`config.mk`:
```
export PLATFORM = sky130hd
export DESIGN_NAME = hb_watchdog
export DESIGN_NICKNAME = d
export VERILOG_FILES = /design/src/rtl/hbwd_pkg.sv /design/src/rtl/hbwd_csr.sv /design/src/rtl/hbwd_beat_track.sv /design/src/rtl/hbwd_channel.sv /design/src/rtl/hb_watchdog.sv
export SDC_FILE = /design/constraint.sdc
export NUM_CORES = 2
export LEC_CHECK = 0
export ABC_AREA = 1
export ABC_CLOCK_PERIOD_IN_PS = 6500
export CORE_MARGIN = 2
export CORE_UTILIZATION = 35
export DETAILED_ROUTE_END_ITERATION = 8
export HOLD_SLACK_MARGIN = 0.03
export PLACE_DENSITY = 0.58
export SYNTH_ARGS = -nofsm -noshare
export SYNTH_HDL_FRONTEND = slang
export SYNTH_HIERARCHICAL = 1
export SYNTH_SLANG_ARGS = --single-unit
```
`constraint.sdc`:
```
create_clock -name clk -period 6.5 [get_ports clk]
set_input_delay 1.3 -clock clk [delete_from_list [all_inputs] [get_ports clk]]
set_output_delay 1.3 -clock clk [all_outputs]
set_load 0.02 [all_outputs]
```
`src/rtl/hbwd_pkg.sv`:
```
// Shared register offsets and field widths for the dual heartbeat watchdog.
// Assumes: word addressing; each timer owns an 8-word window.
package hbwd_pkg;

    typedef enum logic [2:0] {
        OFF_MAX      = 3'd0,
        OFF_CNT      = 3'd1,
        OFF_MASK_LO  = 3'd2,
        OFF_MASK_HI  = 3'd3,
        OFF_BEAT_CMD = 3'd4,
        OFF_BEAT_LO  = 3'd5,
        OFF_BEAT_HI  = 3'd6,
        OFF_RSVD     = 3'd7
    } hbwd_off_e;

    localparam int unsigned HBWD_CTRL_ADDR = 0;
    localparam int unsigned HBWD_STAT_ADDR = 1;
    localparam int unsigned HBWD_OFF_W     = 3;
    localparam int unsigned HBWD_THR_W     = 2;

endpackage

```
`src/rtl/hbwd_csr.sv`:
```
// Control and status registers shared by all timers.
// Control layout: enables in [NUM_WD-1:0], NMI thresholds (2 bits each) from
// bit NUM_WD, reset thresholds (2 bits each) from bit 3*NUM_WD.
// Status layout: reset flags in [NUM_WD-1:0], NMI flags from bit NUM_WD.
// Assumes: write data is presented only for the bits the layout uses.
module hbwd_csr
    import hbwd_pkg::*;
#(
    parameter int NUM_WD = 2,
    parameter int ADDR_W = 6
) (
    input  logic                                 clk,
    input  logic                                 rst_n,
    input  logic                                 wr_en,
    input  logic [ADDR_W-1:0]                    addr,
    input  logic [5*NUM_WD-1:0]                  wdata_lo,
    input  logic [NUM_WD-1:0]                    nmi_evt,
    input  logic [NUM_WD-1:0]                    rst_evt,
    output logic [5*NUM_WD-1:0]                  ctrl_q,
    output logic [2*NUM_WD-1:0]                  status_q,
    output logic [NUM_WD-1:0]                    wd_en,
    output logic [NUM_WD-1:0][HBWD_THR_W-1:0]    nmi_thr,
    output logic [NUM_WD-1:0][HBWD_THR_W-1:0]    rst_thr
);

    localparam int CTRL_W = 5 * NUM_WD;
    localparam int STAT_W = 2 * NUM_WD;

    logic ctrl_wr;
    logic stat_wr;
    logic [STAT_W-1:0] clr_mask;

    // Decode the two shared register addresses.
    always_comb begin
        ctrl_wr  = wr_en && (addr == ADDR_W'(HBWD_CTRL_ADDR));
        stat_wr  = wr_en && (addr == ADDR_W'(HBWD_STAT_ADDR));
        clr_mask = stat_wr ? wdata_lo[STAT_W-1:0] : '0;
    end

    // Control register: plain read/write.
    always_ff @(posedge clk) begin
        if (!rst_n)       ctrl_q <= '0;
        else if (ctrl_wr) ctrl_q <= wdata_lo[CTRL_W-1:0];
    end

    // Status register: write-one-to-clear, new events take priority.
    always_ff @(posedge clk) begin
        if (!rst_n) status_q <= '0;
        else        status_q <= (status_q & ~clr_mask) | {nmi_evt, rst_evt};
    end

    // Slice per-timer fields out of the control word.
    for (genvar i = 0; i < NUM_WD; i++) begin : g_fields
        assign wd_en[i]   = ctrl_q[i];
        assign nmi_thr[i] = ctrl_q[NUM_WD + HBWD_THR_W*i +: HBWD_THR_W];
        assign rst_thr[i] = ctrl_q[3*NUM_WD + HBWD_THR_W*i +: HBWD_THR_W];
    end

endmodule

```
`src/rtl/hbwd_beat_track.sv`:
```
// Participation mask and heartbeat collection for one timer.
// A heartbeat write sets one bit if the index is in range and masked.
// Assumes: MASK_W == 2*DATA_W (mask split into a low and a high word).
module hbwd_beat_track #(
    parameter int DATA_W = 64,
    parameter int MASK_W = 128
) (
    input  logic              clk,
    input  logic              rst_n,
    input  logic              mask_lo_wr,
    input  logic              mask_hi_wr,
    input  logic              beat_wr,
    input  logic              beat_clr,
    input  logic [DATA_W-1:0] wdata,
    output logic [MASK_W-1:0] mask_q,
    output logic [MASK_W-1:0] beat_q,
    output logic              all_beaten
);

    localparam int IDX_W = $clog2(MASK_W);
    localparam int HI_W  = MASK_W - DATA_W;

    logic [IDX_W-1:0]  idx;
    logic              in_range;
    logic [MASK_W-1:0] set_vec;

    // Turn a heartbeat command into a one-hot set vector gated by the mask.
    always_comb begin
        idx        = wdata[IDX_W-1:0];
        in_range   = (wdata[DATA_W-1:IDX_W] == '0);
        set_vec    = (beat_wr && in_range) ? ((MASK_W'(1) << idx) & mask_q) : '0;
        all_beaten = ((beat_q & mask_q) == mask_q);
    end

    // Mask words written independently.
    always_ff @(posedge clk) begin
        if (!rst_n) begin
            mask_q <= '0;
        end else begin
            if (mask_lo_wr) mask_q[DATA_W-1:0]      <= wdata;
            if (mask_hi_wr) mask_q[MASK_W-1:DATA_W] <= wdata[HI_W-1:0];
        end
    end

    // Heartbeat bits: clear on a satisfied wrap, a same-edge beat survives.
    always_ff @(posedge clk) begin
        if (!rst_n) beat_q <= '0;
        else        beat_q <= (beat_clr ? '0 : beat_q) | set_vec;
    end

endmodule

```
`src/rtl/hbwd_channel.sv`:
```
// One watchdog timer: down-counter with reload, missed-period tracking and
// threshold detection for the NMI and reset requests.
// Assumes: thresholds are 2 bits; 0 disables the corresponding request.
module hbwd_channel
    import hbwd_pkg::*;
#(
    parameter int CNT_W  = 32,
    parameter int DATA_W = 64,
    parameter int MASK_W = 128
) (
    input  logic                  clk,
    input  logic                  rst_n,
    input  logic                  enable,
    input  logic [HBWD_THR_W-1:0] nmi_thr,
    input  logic [HBWD_THR_W-1:0] rst_thr,
    input  logic                  max_wr,
    input  logic                  mask_lo_wr,
    input  logic                  mask_hi_wr,
    input  logic                  beat_wr,
    input  logic [DATA_W-1:0]     wdata,
    output logic [CNT_W-1:0]      cnt_q,
    output logic [CNT_W-1:0]      max_q,
    output logic [MASK_W-1:0]     mask_q,
    output logic [MASK_W-1:0]     beat_q,
    output logic                  nmi_evt,
    output logic                  rst_evt,
    output logic                  nmi_pulse,
    output logic                  rst_pulse
);

    localparam logic [HBWD_THR_W-1:0] MISS_SAT = '1;

    logic                  wrap;
    logic                  all_beaten;
    logic                  missed;
    logic [HBWD_THR_W-1:0] miss_q;
    logic [HBWD_THR_W-1:0] miss_inc;

    hbwd_beat_track #(
        .DATA_W (DATA_W),
        .MASK_W (MASK_W)
    ) u_beats (
        .clk        (clk),
        .rst_n      (rst_n),
        .mask_lo_wr (mask_lo_wr),
        .mask_hi_wr (mask_hi_wr),
        .beat_wr    (beat_wr),
        .beat_clr   (wrap && all_beaten),
        .wdata      (wdata),
        .mask_q     (mask_q),
        .beat_q     (beat_q),
        .all_beaten (all_beaten)
    );

    // Wrap detection and threshold crossing for this cycle.
    always_comb begin
        wrap     = enable && (cnt_q == '0);
        missed   = wrap && !all_beaten;
        miss_inc = (miss_q == MISS_SAT) ? miss_q : miss_q + 1'b1;
        nmi_evt  = missed && (nmi_thr != '0) && (miss_inc == nmi_thr) && (miss_q != nmi_thr);
        rst_evt  = missed && (rst_thr != '0) && (miss_inc == rst_thr) && (miss_q != rst_thr);
    end

    // Maximum register and down-counter with reload.
    always_ff @(posedge clk) begin
        if (!rst_n) begin
            max_q <= '0;
            cnt_q <= '0;
        end else if (max_wr) begin
            max_q <= wdata[CNT_W-1:0];
            cnt_q <= wdata[CNT_W-1:0];
        end else if (enable) begin
            cnt_q <= wrap ? max_q : cnt_q - 1'b1;
        end
    end

    // Missed-period counter, updated only at wraps.
    always_ff @(posedge clk) begin
        if (!rst_n)          miss_q <= '0;
        else if (wrap)       miss_q <= all_beaten ? '0 : miss_inc;
    end

    // Registered one-cycle request outputs.
    always_ff @(posedge clk) begin
        if (!rst_n) begin
            nmi_pulse <= 1'b0;
            rst_pulse <= 1'b0;
        end else begin
            nmi_pulse <= nmi_evt;
            rst_pulse <= rst_evt;
        end
    end

endmodule

```
`src/rtl/hb_watchdog.sv`:
```
// Top of the dual heartbeat watchdog: address decode, per-timer instances
// and the read multiplexer.
// Assumes: ADDR_W leaves room for NUM_WD+1 windows of 8 words.
module hb_watchdog
    import hbwd_pkg::*;
#(
    parameter int NUM_WD           = 2,
    parameter int NODES            = 4,
    parameter int THREADS_PER_NODE = 32,
    parameter int CNT_W            = 32,
    parameter int DATA_W           = 64,
    parameter int ADDR_W           = 6
) (
    input  logic              clk,
    input  logic              rst_n,
    input  logic              wr_en,
    input  logic [ADDR_W-1:0] addr,
    input  logic [DATA_W-1:0] wdata,
    output logic [DATA_W-1:0] rdata,
    output logic [NUM_WD-1:0] nmi_req,
    output logic [NUM_WD-1:0] rst_req
);

    localparam int MASK_W  = NODES * THREADS_PER_NODE;
    localparam int SEL_W   = ADDR_W - HBWD_OFF_W;

    logic [5*NUM_WD-1:0]                ctrl_q;
    logic [2*NUM_WD-1:0]                status_q;
    logic [NUM_WD-1:0]                  wd_en;
    logic [NUM_WD-1:0][HBWD_THR_W-1:0]  nmi_thr;
    logic [NUM_WD-1:0][HBWD_THR_W-1:0]  rst_thr;
    logic [NUM_WD-1:0]                  nmi_evt;
    logic [NUM_WD-1:0]                  rst_evt;
    logic [NUM_WD-1:0]                  max_wr;
    logic [NUM_WD-1:0]                  mlo_wr;
    logic [NUM_WD-1:0]                  mhi_wr;
    logic [NUM_WD-1:0]                  beat_wr;
    logic [NUM_WD-1:0][CNT_W-1:0]       cnt_all;
    logic [NUM_WD-1:0][CNT_W-1:0]       max_all;
    logic [NUM_WD-1:0][MASK_W-1:0]      mask_all;
    logic [NUM_WD-1:0][MASK_W-1:0]      beat_all;
    logic [SEL_W-1:0]                   win_sel;
    hbwd_off_e                          off;

    // Split the address into window select and offset.
    always_comb begin
        win_sel = addr[ADDR_W-1:HBWD_OFF_W];
        off     = hbwd_off_e'(addr[HBWD_OFF_W-1:0]);
    end

    hbwd_csr #(
        .NUM_WD (NUM_WD),
        .ADDR_W (ADDR_W)
    ) u_csr (
        .clk      (clk),
        .rst_n    (rst_n),
        .wr_en    (wr_en),
        .addr     (addr),
        .wdata_lo (wdata[5*NUM_WD-1:0]),
        .nmi_evt  (nmi_evt),
        .rst_evt  (rst_evt),
        .ctrl_q   (ctrl_q),
        .status_q (status_q),
        .wd_en    (wd_en),
        .nmi_thr  (nmi_thr),
        .rst_thr  (rst_thr)
    );

    for (genvar i = 0; i < NUM_WD; i++) begin : g_wd
        logic hit;

        // Per-timer write strobes from the decoded window.
        always_comb begin
            hit       = wr_en && (win_sel == SEL_W'(i + 1));
            max_wr[i] = hit && (off == OFF_MAX);
            mlo_wr[i] = hit && (off == OFF_MASK_LO);
            mhi_wr[i] = hit && (off == OFF_MASK_HI);
            beat_wr[i]= hit && (off == OFF_BEAT_CMD);
        end

        hbwd_channel #(
            .CNT_W  (CNT_W),
            .DATA_W (DATA_W),
            .MASK_W (MASK_W)
        ) u_chan (
            .clk        (clk),
            .rst_n      (rst_n),
            .enable     (wd_en[i]),
            .nmi_thr    (nmi_thr[i]),
            .rst_thr    (rst_thr[i]),
            .max_wr     (max_wr[i]),
            .mask_lo_wr (mlo_wr[i]),
            .mask_hi_wr (mhi_wr[i]),
            .beat_wr    (beat_wr[i]),
            .wdata      (wdata),
            .cnt_q      (cnt_all[i]),
            .max_q      (max_all[i]),
            .mask_q     (mask_all[i]),
            .beat_q     (beat_all[i]),
            .nmi_evt    (nmi_evt[i]),
            .rst_evt    (rst_evt[i]),
            .nmi_pulse  (nmi_req[i]),
            .rst_pulse  (rst_req[i])
        );
    end

    // Combinational read multiplexer over shared and per-timer registers.
    always_comb begin
        rdata = '0;
        if (addr == ADDR_W'(HBWD_CTRL_ADDR)) begin
            rdata = DATA_W'(ctrl_q);
        end else if (addr == ADDR_W'(HBWD_STAT_ADDR)) begin
            rdata = DATA_W'(status_q);
        end else begin
            for (int i = 0; i < NUM_WD; i++) begin
                if (win_sel == SEL_W'(i + 1)) begin
                    case (off)
                        OFF_MAX:     rdata = DATA_W'(max_all[i]);
                        OFF_CNT:     rdata = DATA_W'(cnt_all[i]);
                        OFF_MASK_LO: rdata = mask_all[i][DATA_W-1:0];
                        OFF_MASK_HI: rdata = DATA_W'(mask_all[i][MASK_W-1:DATA_W]);
                        OFF_BEAT_LO: rdata = beat_all[i][DATA_W-1:0];
                        OFF_BEAT_HI: rdata = DATA_W'(beat_all[i][MASK_W-1:DATA_W]);
                        default:     rdata = '0;
                    endcase
                end
            end
        end
    end

endmodule

```
==> run metrics <==
Syn Inst Count 6,398; Finished Cell Area 43,200 µm²; Boundary Pins 141; Area growth, synth to finish 13.0%; Reg-to-Reg Start g_wd[0].u_chan/u_beats/beat_q[41]; CTS H-tree lvls 3; final hold violation count 0; Async SR Flop Fraction 0%; postcts setup bufs 0; DRC 0; Worst setup EP type output port; share of cells above drive strength 1 5.80%; DPL Wire Length 116,000 µm; global-route wire length before repair 261,000 µm; R2R setup slack 2.46 ns; initial antenna violation count 1; global route overflow 0; min cycle time layout 6.06 ns; relative slew slack 18.8%; Critical Path Fanout Max 25; final period utilization 93.2%; largest net degree at the start of global routing 140; worst slew pin tran 1.21 ns; root buffer cell clkbuf_16; cell area after synthesis 38,300 µm²; Hold Buf Count CTS 0; Site Rows 121; count leader, synth nand2_1; CTS buffer count 80; critical setup path kind input pin to output port; nets 6,395; number of global-route vias before repair 39,200; ANT nets after route 0; Antenna Cells 0; CTS Sinks 662; top cells by area, synth dfxtp_1, nand2_1, nor2_1; startpoint types input pin; number of flops mapped to enable cells by yosys 0; unrepaired setup endpoints after global routing false; PwrDens 224 nW/µm²; core area 109,000 µm²; Cell Chain, Critical Path clkdlybuf4s50_1 > buf_4 > nand3_2 > inv_4 > buf_12 > nand2_1 > nand4_1 > nand2_1 > a21oi_1 > clkdlybuf4s50_1; worst reg2reg path depth 16; Via density 5.59; gpl congestion 0.974; Final setup viols 0; CTS clk-pin slew, worst paths 0.05 ns; WP data arrival 4.76 ns; Distinct cells, synth 40; Leak 16.1 nW; clock latency on the worst-skew pair 0.66 ns; Mapped Nets 6,473; Initial DRT Pass Iterations 6; initial core utilization 35.2%; number of port buffers 140; post-synth top area share 34.6%; Yosys warnings 6; Slew Limit Fails 0; Final TNS setup 0 ns; register area share after synthesis 34.6%; delay-heaviest family, CP buffers and inverters; Hold Path Origin u_csr/status_q[1]; DIE AREA 112,000 µm²; hold depth 2; FILL cells 11,800; Placed Area 40,600 µm²; die width 335 µm; outcome completed; Fmax achieved 165 MHz; dominant cell type by area after synthesis dfxtp_1; slowest library cell on the worst path clkdlybuf4s50_1; Die Y 335 µm; WP buf/inv 5; CP Depth 10; Hold Path End u_csr/status_q[1]; initial DRC count 5,609; number of gates resized after cts 0; drt wl/cell 22.8 µm; Design Power 9.67 mW; syn avg cell area 5.98 µm²; Main synth FF type dfxtp_1; max-cap check violation count 0; placed cells 7,652; Routed WL 178,000 µm; deepest clock path buffer count 3; CP required 5.20 ns; HP Class register to register; via count 43,500; Post-synth top cells nand2_1, nor2_1, dfxtp_1, a21oi_1, nand3_1; worst ir drop on vdd 0.000156 V; post-route insts no fill 7,794; Max stage delay on crit path 0.83 ns; FF-to-FF End g_wd[0].u_chan/u_beats/beat_q[24]; Final Skew 0.0297 ns; synthesis-stage register bit count 662; GR Util All Layers 30.7%; TritonCTS clock tree done; Hold WS 0.476 ns
==> tightest hold or removal path: cells and delay by family, from the launching register on <==
family | cells | cell delay (ns)
DFF | 1 | 0.31
and+or+nand+nor | 1 | 0.06
AOI/OAI and AO/OA | 1 | 0.06
==> state kept, by name, summed over array words and instances (netlist names) <==
signal and count:
u_csr/ctrl_q 10, g_wd.u_chan/nmi_pulse 2, g_wd.u_chan/cnt_q 64, g_wd.u_chan/u_beats/mask_q 256
g_wd.u_chan/rst_pulse 2, g_wd.u_chan/miss_q 4, u_csr/status_q 4, g_wd.u_chan/max_q 64
g_wd.u_chan/u_beats/beat_q 256
==> worst max path at each step <==
stage | startpoint | endpoint
finish | addr[0] | rdata[63]
global route | addr[1] | rdata[59]
CTS | addr[1] | rdata[61]
detailed placement | addr[1] | rdata[61]
global placement | addr[1] | rdata[12]
floorplan | addr[0] | rdata[55]
==> report_power, final <==
part           switching, mW  internal (mW)
combinational          0.759          0.250
sequential            0.0269           4.08
clock                   1.92           2.63
==> cells in the final DEF (no fill, tap or decap), drive strengths merged, types with 2 or more instances in the layout <==
cell type and instances:
clkinv 20, o21bai 2, nand4 190, inv 503, a211oi 2, nor4 4, o21ai 367, clkbuf 119
nor2 1043, a21oi 576, dfxtp 662, ha 2, nand3 493, or2 4, a22oi 4, a22o 10
a21boi 26, o211ai 6, xor2 20, nand3b 12, buf 123, nand2 1971, bufinv 3, nor3 76
xnor2 8, clkdlybuf4s50 128, and2 4
==> cells by family (layout without fill, tap and decap cells) <==
kind of cell             after synthesis  count (layout)  share of synthesized area [%]
AND/OR/NAND/NOR                     3798            3798                           41.2
buffers and inverters                915             897                           9.88
AO/OA/AOI/OAI                        993             993                           13.5
adder cells (fa/ha/maj)                2               2                         0.0654
flip-flops                           662             662                           34.6
XOR/XNOR                              28              28                          0.641
==> metal layers <==
metal	part of all wire (%)	track usage, %	wire [µm]	vias up
met4	5.6	15.1	9950	0
met3	11	6.30	19200	432
met2	42	45.6	74600	2474
li1	-	-	-	20300
met1	42	42.1	73800	20300
met5	0	0	0	-
==> layout make-up <==
class                   instances  area (µm²)  share of cell area [%]
multi-input cells            4821       21300                    49.3
repair buffers                252        2390                    5.52
flip-flops and latches        662       13300                    30.7
clock buffers                 118        2370                    5.48
well taps                    1414        1770                    4.09
clock inverters                24         216                   0.501
inverters                     503        1910                    4.41
==> per-stage QoR <==
step,utilization [%],setup slack (ns)
after floorplan,-,2.51
after global placement,37.4,0.583
after detailed placement,37.4,0.611
after CTS,39.8,0.618
after global routing,39.8,0.447
final,39.8,0.443
No activity file was read; power rests on OpenSTA's default activity.
